===== config.mk =====
export PLATFORM = sky130hd
export DESIGN_NAME = dual_credit_arbiter
export DESIGN_NICKNAME = d
export VERILOG_FILES = /design/src/rtl/credit_arb_pkg.sv /design/src/rtl/dca_control.sv /design/src/rtl/dca_datapath.sv /design/src/rtl/dual_credit_arbiter.sv
export SDC_FILE = /design/constraint.sdc
export NUM_CORES = 1
export LEC_CHECK = 0
export ABC_AREA = 0
export CAP_MARGIN = 40
export CORE_AREA = 2 2 112 114
export CTS_CLUSTER_DIAMETER = 80
export DETAILED_ROUTE_END_ITERATION = 6
export DIE_AREA = 0 0 114 116
export PLACE_DENSITY = 0.64
export SYNTH_ARGS = -nofsm -noshare
export SYNTH_HDL_FRONTEND = slang
export SYNTH_HIERARCHICAL = 1
export SYNTH_SLANG_ARGS = --single-unit

===== constraint.sdc =====
create_clock -name clk -period 2.9 [get_ports clk]
set_input_delay 0.435 -clock clk [delete_from_list [all_inputs] [get_ports clk]]
set_output_delay 0.435 -clock clk [all_outputs]
set_load 0.005 [all_outputs]

===== src/rtl/credit_arb_pkg.sv =====
package credit_arb_pkg;

  // identity of a master; also stored per pending read
  typedef enum logic {
    MST_INSTR = 1'b0,
    MST_DATA  = 1'b1
  } mst_e;

  // strobes from control to datapath
  typedef struct packed {
    logic grantValid;  // some master holds the grant this cycle
    mst_e grantId;     // which one
    logic accept;      // granted transfer completes at this edge
  } arbStrobe_t;

endpackage


===== src/rtl/dca_control.sv =====
module dca_control
  import credit_arb_pkg::*;
#(
  parameter int CREDIT_W = 4
) (
  input  logic                clk,
  input  logic                rstN,
  input  logic [CREDIT_W-1:0] instrCredit,
  input  logic [CREDIT_W-1:0] dataCredit,
  input  logic                instrRead,
  input  logic                dataRead,
  input  logic                dataWrite,
  input  logic                memWait,
  input  logic                fifoFull,
  output arbStrobe_t          strobe
);

  localparam logic [CREDIT_W-1:0] ONE_CREDIT = CREDIT_W'(1);

  logic                locked, lockedNext;
  mst_e                owner, ownerNext;
  mst_e                lastOwner, lastOwnerNext;
  logic [CREDIT_W-1:0] creditLeft, creditLeftNext;

  logic                instrReq, dataReq, ownerReq, hold;
  logic                grantValid, readSel, accept;
  mst_e                grantId;
  logic [CREDIT_W-1:0] cfgCredit, baseCredit, remaining;

  // request view and grant choice
  always_comb begin
    instrReq = instrRead;
    dataReq  = dataRead | dataWrite;
    ownerReq = (owner == MST_DATA) ? dataReq : instrReq;
    hold     = locked && ownerReq;

    grantValid = instrReq || dataReq;
    if (hold)
      grantId = owner;
    else if (instrReq && dataReq)
      grantId = (lastOwner == MST_DATA) ? MST_INSTR : MST_DATA;
    else if (dataReq)
      grantId = MST_DATA;
    else
      grantId = MST_INSTR;

    readSel = (grantId == MST_DATA) ? dataRead : instrRead;
    accept  = grantValid && !memWait && !(readSel && fifoFull);
  end

  // credit bookkeeping
  always_comb begin
    cfgCredit = (grantId == MST_DATA) ? dataCredit : instrCredit;
    if (cfgCredit == '0)
      cfgCredit = ONE_CREDIT;
    baseCredit = hold ? creditLeft : cfgCredit;
    remaining  = baseCredit - ONE_CREDIT;

    lockedNext     = locked;
    ownerNext      = owner;
    lastOwnerNext  = lastOwner;
    creditLeftNext = creditLeft;

    if (!grantValid) begin
      lockedNext = 1'b0;
    end else if (accept) begin
      lockedNext     = (remaining != '0);
      ownerNext      = grantId;
      lastOwnerNext  = grantId;
      creditLeftNext = remaining;
    end else begin
      // stalled: keep this master until its transfer goes through
      lockedNext     = 1'b1;
      ownerNext      = grantId;
      creditLeftNext = baseCredit;
    end
  end

  always_ff @(posedge clk or negedge rstN) begin
    if (!rstN) begin
      locked     <= 1'b0;
      owner      <= MST_INSTR;
      lastOwner  <= MST_DATA;
      creditLeft <= '0;
    end else begin
      locked     <= lockedNext;
      owner      <= ownerNext;
      lastOwner  <= lastOwnerNext;
      creditLeft <= creditLeftNext;
    end
  end

  always_comb begin
    strobe.grantValid = grantValid;
    strobe.grantId    = grantId;
    strobe.accept     = accept;
  end

endmodule


===== src/rtl/dca_datapath.sv =====
module dca_datapath
  import credit_arb_pkg::*;
#(
  parameter int ADDR_W     = 32,
  parameter int DATA_W     = 32,
  parameter int PEND_DEPTH = 8
) (
  input  logic                 clk,
  input  logic                 rstN,
  input  arbStrobe_t           strobe,
  input  logic [ADDR_W-1:0]    instrAddr,
  input  logic                 instrRead,
  output logic                 instrWait,
  output logic [DATA_W-1:0]    instrRdata,
  output logic                 instrRvalid,
  input  logic [ADDR_W-1:0]    dataAddr,
  input  logic                 dataRead,
  input  logic                 dataWrite,
  input  logic [DATA_W-1:0]    dataWdata,
  input  logic [DATA_W/8-1:0]  dataByteEn,
  output logic                 dataWait,
  output logic [DATA_W-1:0]    dataRdata,
  output logic                 dataRvalid,
  output logic [ADDR_W-1:0]    memAddr,
  output logic                 memRead,
  output logic                 memWrite,
  output logic [DATA_W-1:0]    memWdata,
  output logic [DATA_W/8-1:0]  memByteEn,
  input  logic [DATA_W-1:0]    memRdata,
  input  logic                 memRvalid,
  output logic                 fifoFull
);

  localparam int PTR_W = (PEND_DEPTH > 1) ? $clog2(PEND_DEPTH) : 1;
  localparam int CNT_W = $clog2(PEND_DEPTH + 1);
  localparam logic [CNT_W-1:0] CNT_MAX = CNT_W'(PEND_DEPTH);
  localparam logic [PTR_W-1:0] PTR_LAST = PTR_W'(PEND_DEPTH - 1);
  localparam bit DEPTH_POW2 = ((PEND_DEPTH & (PEND_DEPTH - 1)) == 0);

  logic selInstr, selData, push, pop;
  logic [PTR_W-1:0] wrPtr, rdPtr, wrPtrNext, rdPtrNext;
  logic [CNT_W-1:0] pendCnt;
  mst_e idMem [PEND_DEPTH];
  mst_e headId;

  // command steering
  always_comb begin
    selInstr = strobe.grantValid && (strobe.grantId == MST_INSTR);
    selData  = strobe.grantValid && (strobe.grantId == MST_DATA);

    memAddr   = selData ? dataAddr : instrAddr;
    memWrite  = selData && dataWrite;
    memRead   = ((selInstr && instrRead) || (selData && dataRead)) && !fifoFull;
    memWdata  = dataWdata;
    memByteEn = selData ? dataByteEn : '1;

    instrWait = !(strobe.accept && selInstr);
    dataWait  = !(strobe.accept && selData);
  end

  // pending-read record of issuing master
  assign fifoFull = (pendCnt == CNT_MAX);
  assign push     = strobe.accept && memRead;
  assign pop      = memRvalid && (pendCnt != '0);

  generate
    if (DEPTH_POW2) begin : g_ptrPow2
      assign wrPtrNext = wrPtr + PTR_W'(1);
      assign rdPtrNext = rdPtr + PTR_W'(1);
    end else begin : g_ptrWrap
      assign wrPtrNext = (wrPtr == PTR_LAST) ? '0 : wrPtr + PTR_W'(1);
      assign rdPtrNext = (rdPtr == PTR_LAST) ? '0 : rdPtr + PTR_W'(1);
    end
  endgenerate

  always_ff @(posedge clk) begin
    if (push)
      idMem[wrPtr] <= strobe.grantId;
  end

  always_ff @(posedge clk or negedge rstN) begin
    if (!rstN) begin
      wrPtr   <= '0;
      rdPtr   <= '0;
      pendCnt <= '0;
    end else begin
      if (push) wrPtr <= wrPtrNext;
      if (pop)  rdPtr <= rdPtrNext;
      case ({push, pop})
        2'b10:   pendCnt <= pendCnt + CNT_W'(1);
        2'b01:   pendCnt <= pendCnt - CNT_W'(1);
        default: pendCnt <= pendCnt;
      endcase
    end
  end

  // return routing
  always_comb begin
    headId      = idMem[rdPtr];
    instrRdata  = memRdata;
    dataRdata   = memRdata;
    instrRvalid = pop && (headId == MST_INSTR);
    dataRvalid  = pop && (headId == MST_DATA);
  end

endmodule


===== src/rtl/dual_credit_arbiter.sv =====
module dual_credit_arbiter
  import credit_arb_pkg::*;
#(
  parameter int ADDR_W     = 32,
  parameter int DATA_W     = 32,
  parameter int CREDIT_W   = 4,
  parameter int PEND_DEPTH = 8
) (
  input  logic                clk,
  input  logic                rstN,
  input  logic [CREDIT_W-1:0] instrCredit,
  input  logic [CREDIT_W-1:0] dataCredit,
  input  logic [ADDR_W-1:0]   instrAddr,
  input  logic                instrRead,
  output logic                instrWait,
  output logic [DATA_W-1:0]   instrRdata,
  output logic                instrRvalid,
  input  logic [ADDR_W-1:0]   dataAddr,
  input  logic                dataRead,
  input  logic                dataWrite,
  input  logic [DATA_W-1:0]   dataWdata,
  input  logic [DATA_W/8-1:0] dataByteEn,
  output logic                dataWait,
  output logic [DATA_W-1:0]   dataRdata,
  output logic                dataRvalid,
  output logic [ADDR_W-1:0]   memAddr,
  output logic                memRead,
  output logic                memWrite,
  output logic [DATA_W-1:0]   memWdata,
  output logic [DATA_W/8-1:0] memByteEn,
  input  logic                memWait,
  input  logic [DATA_W-1:0]   memRdata,
  input  logic                memRvalid
);

  arbStrobe_t strobe;
  logic       fifoFull;

  dca_control #(
    .CREDIT_W (CREDIT_W)
  ) u_control (
    .clk         (clk),
    .rstN        (rstN),
    .instrCredit (instrCredit),
    .dataCredit  (dataCredit),
    .instrRead   (instrRead),
    .dataRead    (dataRead),
    .dataWrite   (dataWrite),
    .memWait     (memWait),
    .fifoFull    (fifoFull),
    .strobe      (strobe)
  );

  dca_datapath #(
    .ADDR_W     (ADDR_W),
    .DATA_W     (DATA_W),
    .PEND_DEPTH (PEND_DEPTH)
  ) u_datapath (
    .clk         (clk),
    .rstN        (rstN),
    .strobe      (strobe),
    .instrAddr   (instrAddr),
    .instrRead   (instrRead),
    .instrWait   (instrWait),
    .instrRdata  (instrRdata),
    .instrRvalid (instrRvalid),
    .dataAddr    (dataAddr),
    .dataRead    (dataRead),
    .dataWrite   (dataWrite),
    .dataWdata   (dataWdata),
    .dataByteEn  (dataByteEn),
    .dataWait    (dataWait),
    .dataRdata   (dataRdata),
    .dataRvalid  (dataRvalid),
    .memAddr     (memAddr),
    .memRead     (memRead),
    .memWrite    (memWrite),
    .memWdata    (memWdata),
    .memByteEn   (memByteEn),
    .memRdata    (memRdata),
    .memRvalid   (memRvalid),
    .fifoFull    (fifoFull)
  );

endmodule


After elaboration in Yosys (flattened, before gate mapping) --
Memory sizes are Yosys's and may differ from the RTL's. Cells that the tools add are included.
Storage, ports and cells: register bits after elaboration 17, latch bits 0, bits in writable memories 8, memory bits (read-only) 0, output and inout bits 138, word-level logic and storage cells 65, memories 1
Memories:
- u_datapath.idMem | words 8, bits a word 1, rd ports 1, clocked after memory_dff 0, wr ports 1, line dca_datapath.sv:43 | mst_e idMem [PEND_DEPTH];
Operators by class: $add $sub $neg 5, $mul 0, divide/modulo/power cells 0, $lt $le $gt $ge 0, eq/ne operators 3, shifts and indexed selects 0, mux-type cells 17, bitwise logic cells 3, reductions and logical operators 29
Operators with widths (number):
- 2-to-1 mux 32 bit | 1
- 2-to-1 mux 4 bit | 5
- logical AND 1 bit | 17
- 2-to-1 mux 1 bit | 10
- one-hot mux 4 bit (2 select lines) | 1
- nonzero test 4 bit | 2
- subtractor 4 x 1 -> 4 bit (second input constant) | 2
- adder 3 x 1 -> 3 bit (second input constant) | 2
- zero test 1 bit | 5
- adder 4 x 1 -> 4 bit (second input constant) | 1
- == test 4 bit (second input constant) | 1
- zero test 4 bit | 1
- == test 2 x 1 -> 1 bit (second input constant) | 1
- == test 2 bit (second input constant) | 1
- logical OR 1 bit | 2
- NOT 1 bit | 2
- AND reduction 2 bit | 1
- nonzero test 2 bit | 1
- bitwise OR 1 bit | 1

Longest topological paths before layout --
depth in word-level cells 12, depth in mapped cells 14

Hierarchy --
Netlist, hierarchy kept.
Modules (own cells, without submodules):
- dca_datapath | times used 1, cells an instance 214, area each 2078.2 µm², sequential area each 490.5 µm²
- dca_control | times used 1, cells an instance 73, area each 623.1 µm², sequential area each 176.4 µm²

Worst setup path before layout --
Ideal clock, no wire load.
kind register to register, from register u_control.lastOwner, to register u_datapath.pendCnt[2], library setup time 0.127 ns, data arrival time 2.622 ns, required time 2.773 ns, slack 0.151 ns, cell stages (with the launch flop) 15, period minus slack after synthesis 2.749 ns, path through dfstp_2 -> nand2b_4 -> a21oi_2 -> nor2_2 -> buf_4 -> mux2i_1 -> nor3b_4 -> nand2_2 -> ha_1 -> xor2_1 -> ha_1 -> a21oi_1 -> xor2_1 -> nor2_1 -> xor2_1
Between the ends: cells in the longest elaborated chain, start to end 11
Ends and longest elaborated chain:
- start: declaration | line dca_control.sv:22 | mst_e lastOwner, lastOwnerNext;
- start signal: assignment | line dca_control.sv:88 | lastOwner <= lastOwnerNext;
- 2-to-1 mux 1 bit (*) | line dca_control.sv:41 | grantId = (lastOwner == MST_DATA) ? MST_INSTR : MST_DATA;
- 2-to-1 mux 1 bit (*) | line dca_control.sv:40 | else if (instrReq && dataReq)
- 2-to-1 mux 1 bit (*) | line dca_control.sv:38 | if (hold)
- named net u_control.grantId | line dca_control.sv:27 | mst_e grantId;
- NOT 1 bit | line dca_datapath.sv:48 | selInstr = strobe.grantValid && (strobe.grantId == MST_INSTR);
- logical AND 1 bit | line dca_datapath.sv:48
- logical AND 1 bit | line dca_datapath.sv:53 | memRead = ((selInstr && instrRead) || (selData && dataRead)) && !fifoFull;
- logical OR 1 bit (*) | line dca_datapath.sv:53
- logical AND 1 bit (*) | line dca_datapath.sv:53
- named net memRead | line dual_credit_arbiter.sv:27 | output logic memRead,
- logical AND 1 bit (*) | line dca_datapath.sv:63 | assign push = strobe.accept && memRead;
- == test 2 x 1 -> 1 bit / == test 2 bit (equally long branches) | line dca_datapath.sv:89 | case ({push, pop})
- one-hot mux 4 bit (2 select lines) / nonzero test 2 bit (equally long branches)
- end signal: assignment | line dca_datapath.sv:90 | 2'b10: pendCnt <= pendCnt + CNT_W'(1);
- end signal: assignment | line dca_datapath.sv:91 | 2'b01: pendCnt <= pendCnt - CNT_W'(1);
- end signal: assignment | line dca_datapath.sv:92 | default: pendCnt <= pendCnt;
- end: declaration | line dca_datapath.sv:42 | logic [CNT_W-1:0] pendCnt;
The timed path passes the listed nets; every way through them passes the cells marked *. A chain may end at the register's enable or synchronous reset.

==> flow_metrics.tcl <==
set metrics [dict create \
    outcome "finished clean" \
    synth_cell_types 45 \
    avgSynthCellArea_um2 9.41 \
    wl_per_cell_um 19.3 \
    dp_hpwl_um 7950 \
    drc_errors 0 \
    slew_headroom_pct 72.0 \
    clockBufferDepth 2 \
    h-tree-depth 1 \
    post-place-ws_ps -95.8 \
    clock_sinks 25 \
    reg2reg_depth 12 \
    rsz0062_at_grt "false" \
    grt_util_met1_pct 14.6 \
    boundaryPins 285 \
    syn-cell-area_um2 2700 \
    p_leak_nw 1.52 \
    met3_usage_pct 5.39 \
    grt_max_degree 15 \
    dp.cells 475 \
    layout_commonest_cell "clkdlybuf4s50_1" \
    max_cap_violations 0 \
    numCtsBuffers 3 \
    clk_latency_ps 260 \
    synth_top_area_share_pct 27.5 \
    num_antenna_cells 0 \
    crit_path_frequent_cell "clkdlybuf4s50_1" \
    synthArstFlopShare_pct 68.0 \
    cp_max_fo 13 \
    critical_path.max_stage_delay_ps 470 \
    yosys_register_bits 25 \
    cp_cell_sequence "clkdlybuf4s50_1 > or3_4 > nand2_8 > buf_8 > mux2_2 > clkdlybuf4s50_1" \
    dieArea_um2 13200 \
    core_area_um2 11900 \
    placed_cell_area_um2 3540 \
    track_usage_pct 13.2 \
    antenna_found_initial 0 \
    grt_pass1_wl_um 12900 \
    grt_use_met2_pct 24.1 \
    critPathSlowestCell "clkdlybuf4s50_1" \
    yosys_warnings 6 \
    gp_congestion 0.847 \
    start_kind "primary input" \
    fin_crit_ps 2810 \
    final_cell_mix "110 x clkdlybuf4s50_1, 32 x mux2_2, 18 x buf_4, 16 x nor2_1, 16 x dfrtp_1" \
    cts_hold_buf 0 \
    fillers 1244 \
    routed_wl_um 9250 \
    routed_via_density 4.30 \
    first_pass_iters 4 \
    crit_arrival_ps 2380 \
    slew_viol_final 0 \
    nets 488 \
    grt-busiest-layer "met2" \
    syn_nets 441 \
    finalSetupViolations 0 \
    drtAntennaViolNets 0 \
    die_x_um 114 \
    path_class "in2out" \
    syn_inst 287 \
    max-vdd-ir-drop_mv 0.227 \
    p_per_area_nw_per_um2 542 \
    tritoncts "done" \
    initial_core_util_pct 22.7 \
    dr.first_iter.drc_count 65 \
    tightest_slew_ps 418 \
    critical_path.endpoint_type "primary output" \
    utilization_pct 31.2 \
    fin_skew_ps 4.85 \
    setup_ws_ps 86.6 \
    stdcell_count 480 \
    root_buffer "clkbuf_16" \
    die_h_um 116 \
    post-cts-setup-buffer-count 0 \
    min_path_type "in2async" \
    hold_viol_final 0 \
    ys_seq_area_share_pct 24.7 \
    rows 40 \
    dominantRegCellSynth "dfrtp_1" \
    routed-via-count 2065 \
    yosysTopAreaCell "buf_4" \
    grt_pass1_vias 2145 \
    grt_overflow 0 \
    required_ps 2470 \
    fmax_mhz 355 \
    finalCritPeriodShare_pct 97.0 \
    area_growth_pct 37.7 \
    synthTopCellsByArea "buf_4 28%, dfrtp_1 15%, mux2_2 14%" \
    synth_edf_count 8 \
    io_buffers 124 \
    drive_above_1_share_pct 25.5 \
    cts.clk_slew.worst_paths_ps 70 \
    final_area_um2 3720 \
]
-- through the flow --
step | hold slack, ps | setup TNS [ps] | power, mW
detailed placement | 485 | -1010 | 1.68
floorplan | 139 | 0 | 1.31
CTS | 486 | 0 | 2.02
finish | 468 | 0 | 2.02
global placement | 483 | -702 | 1.66
global route | 506 | 0 | 2.16
-- area by class of cell --
| cell class | count | area [um^2] | share of cell area (%) |
|---|---|---|---|
| clock inverters | 1 | 5.00 | 0.135 |
| repair buffers | 146 | 1480 | 39.7 |
| clock buffers | 3 | 75.1 | 2.02 |
| well taps | 147 | 184 | 4.95 |
| inverters | 6 | 22.5 | 0.606 |
| multi-input cells | 152 | 1290 | 34.6 |
| flip-flops and latches | 25 | 667 | 17.9 |
-- worst max-delay path: cells and delay by family --
family	cells	cell delay, ps
buffers and inverters	3	1090
muxes	1	340
and+or+nand+nor	2	520
-- what timing repair did --
item                       4_1_cts  5_1_grt
gates cloned                     1        0
pin swaps                        0        2
gates resized for setup          9       16
setup endpoints to repair       28       29
-- synthesized netlist by cell type (all sizes together), types with 6 or more instances --
master  count
mux2       35
xnor2       9
nand2       9
edfxtp      8
nor3        7
buf       101
a21oi      11
ha          7
o21ai       7
nor2       18
dfrtp      16
inv         6
-- flip-flops by register name, summed over array words and instances (netlist names) --
register,flops
u_datapath/idMem,8
u_control/locked,1
u_control/owner,1
u_control/lastOwner,1
u_datapath/pendCnt,4
u_control/creditLeft,4
u_datapath/rdPtr,3
u_datapath/wrPtr,3
-- final timing paths --
| path | slack [ps] | to | from |
|---|---|---|---|
| max in group asynchronous | 1910 | u_control/lastOwner | rstN |
| min in group clk | 500 | u_datapath/rdPtr[2] | u_datapath/rdPtr[2] |
| worst min-delay path | 470 | u_datapath/rdPtr[2] | rstN |
| worst max-delay path | 90 | memAddr[18] | dataWrite |
| worst min register to register | 500 | u_datapath/rdPtr[2] | u_datapath/rdPtr[2] |
| worst max register to register | 260 | u_datapath/pendCnt[3] | u_control/owner |
-- power breakdown --
group          internal, mW  total, mW  switching, mW
clock network         0.186      0.316          0.130
registers             0.489      0.637          0.148
logic                 0.635       1.06          0.427
-- routing by layer --
layer | share of wire [%] | up-vias
li1 | - | 967
met1 | 38 | 951
met2 | 51 | 137
met3 | 9.9 | 10
met4 | 0.63 | 0
met5 | 0 | -
-- cells by family after synthesis --
kind of cell	count (synthesis)	share of synthesized area [%]
AO/OA/AOI/OAI	28	6.81
XOR/XNOR	14	4.54
adder cells (fa/ha/maj)	7	3.24
buffers and inverters	110	29.1
flip-flops	25	24.7
multiplexers	41	17.7
AND/OR/NAND/NOR	62	13.8
No activity file was read; power rests on OpenSTA's default activity.
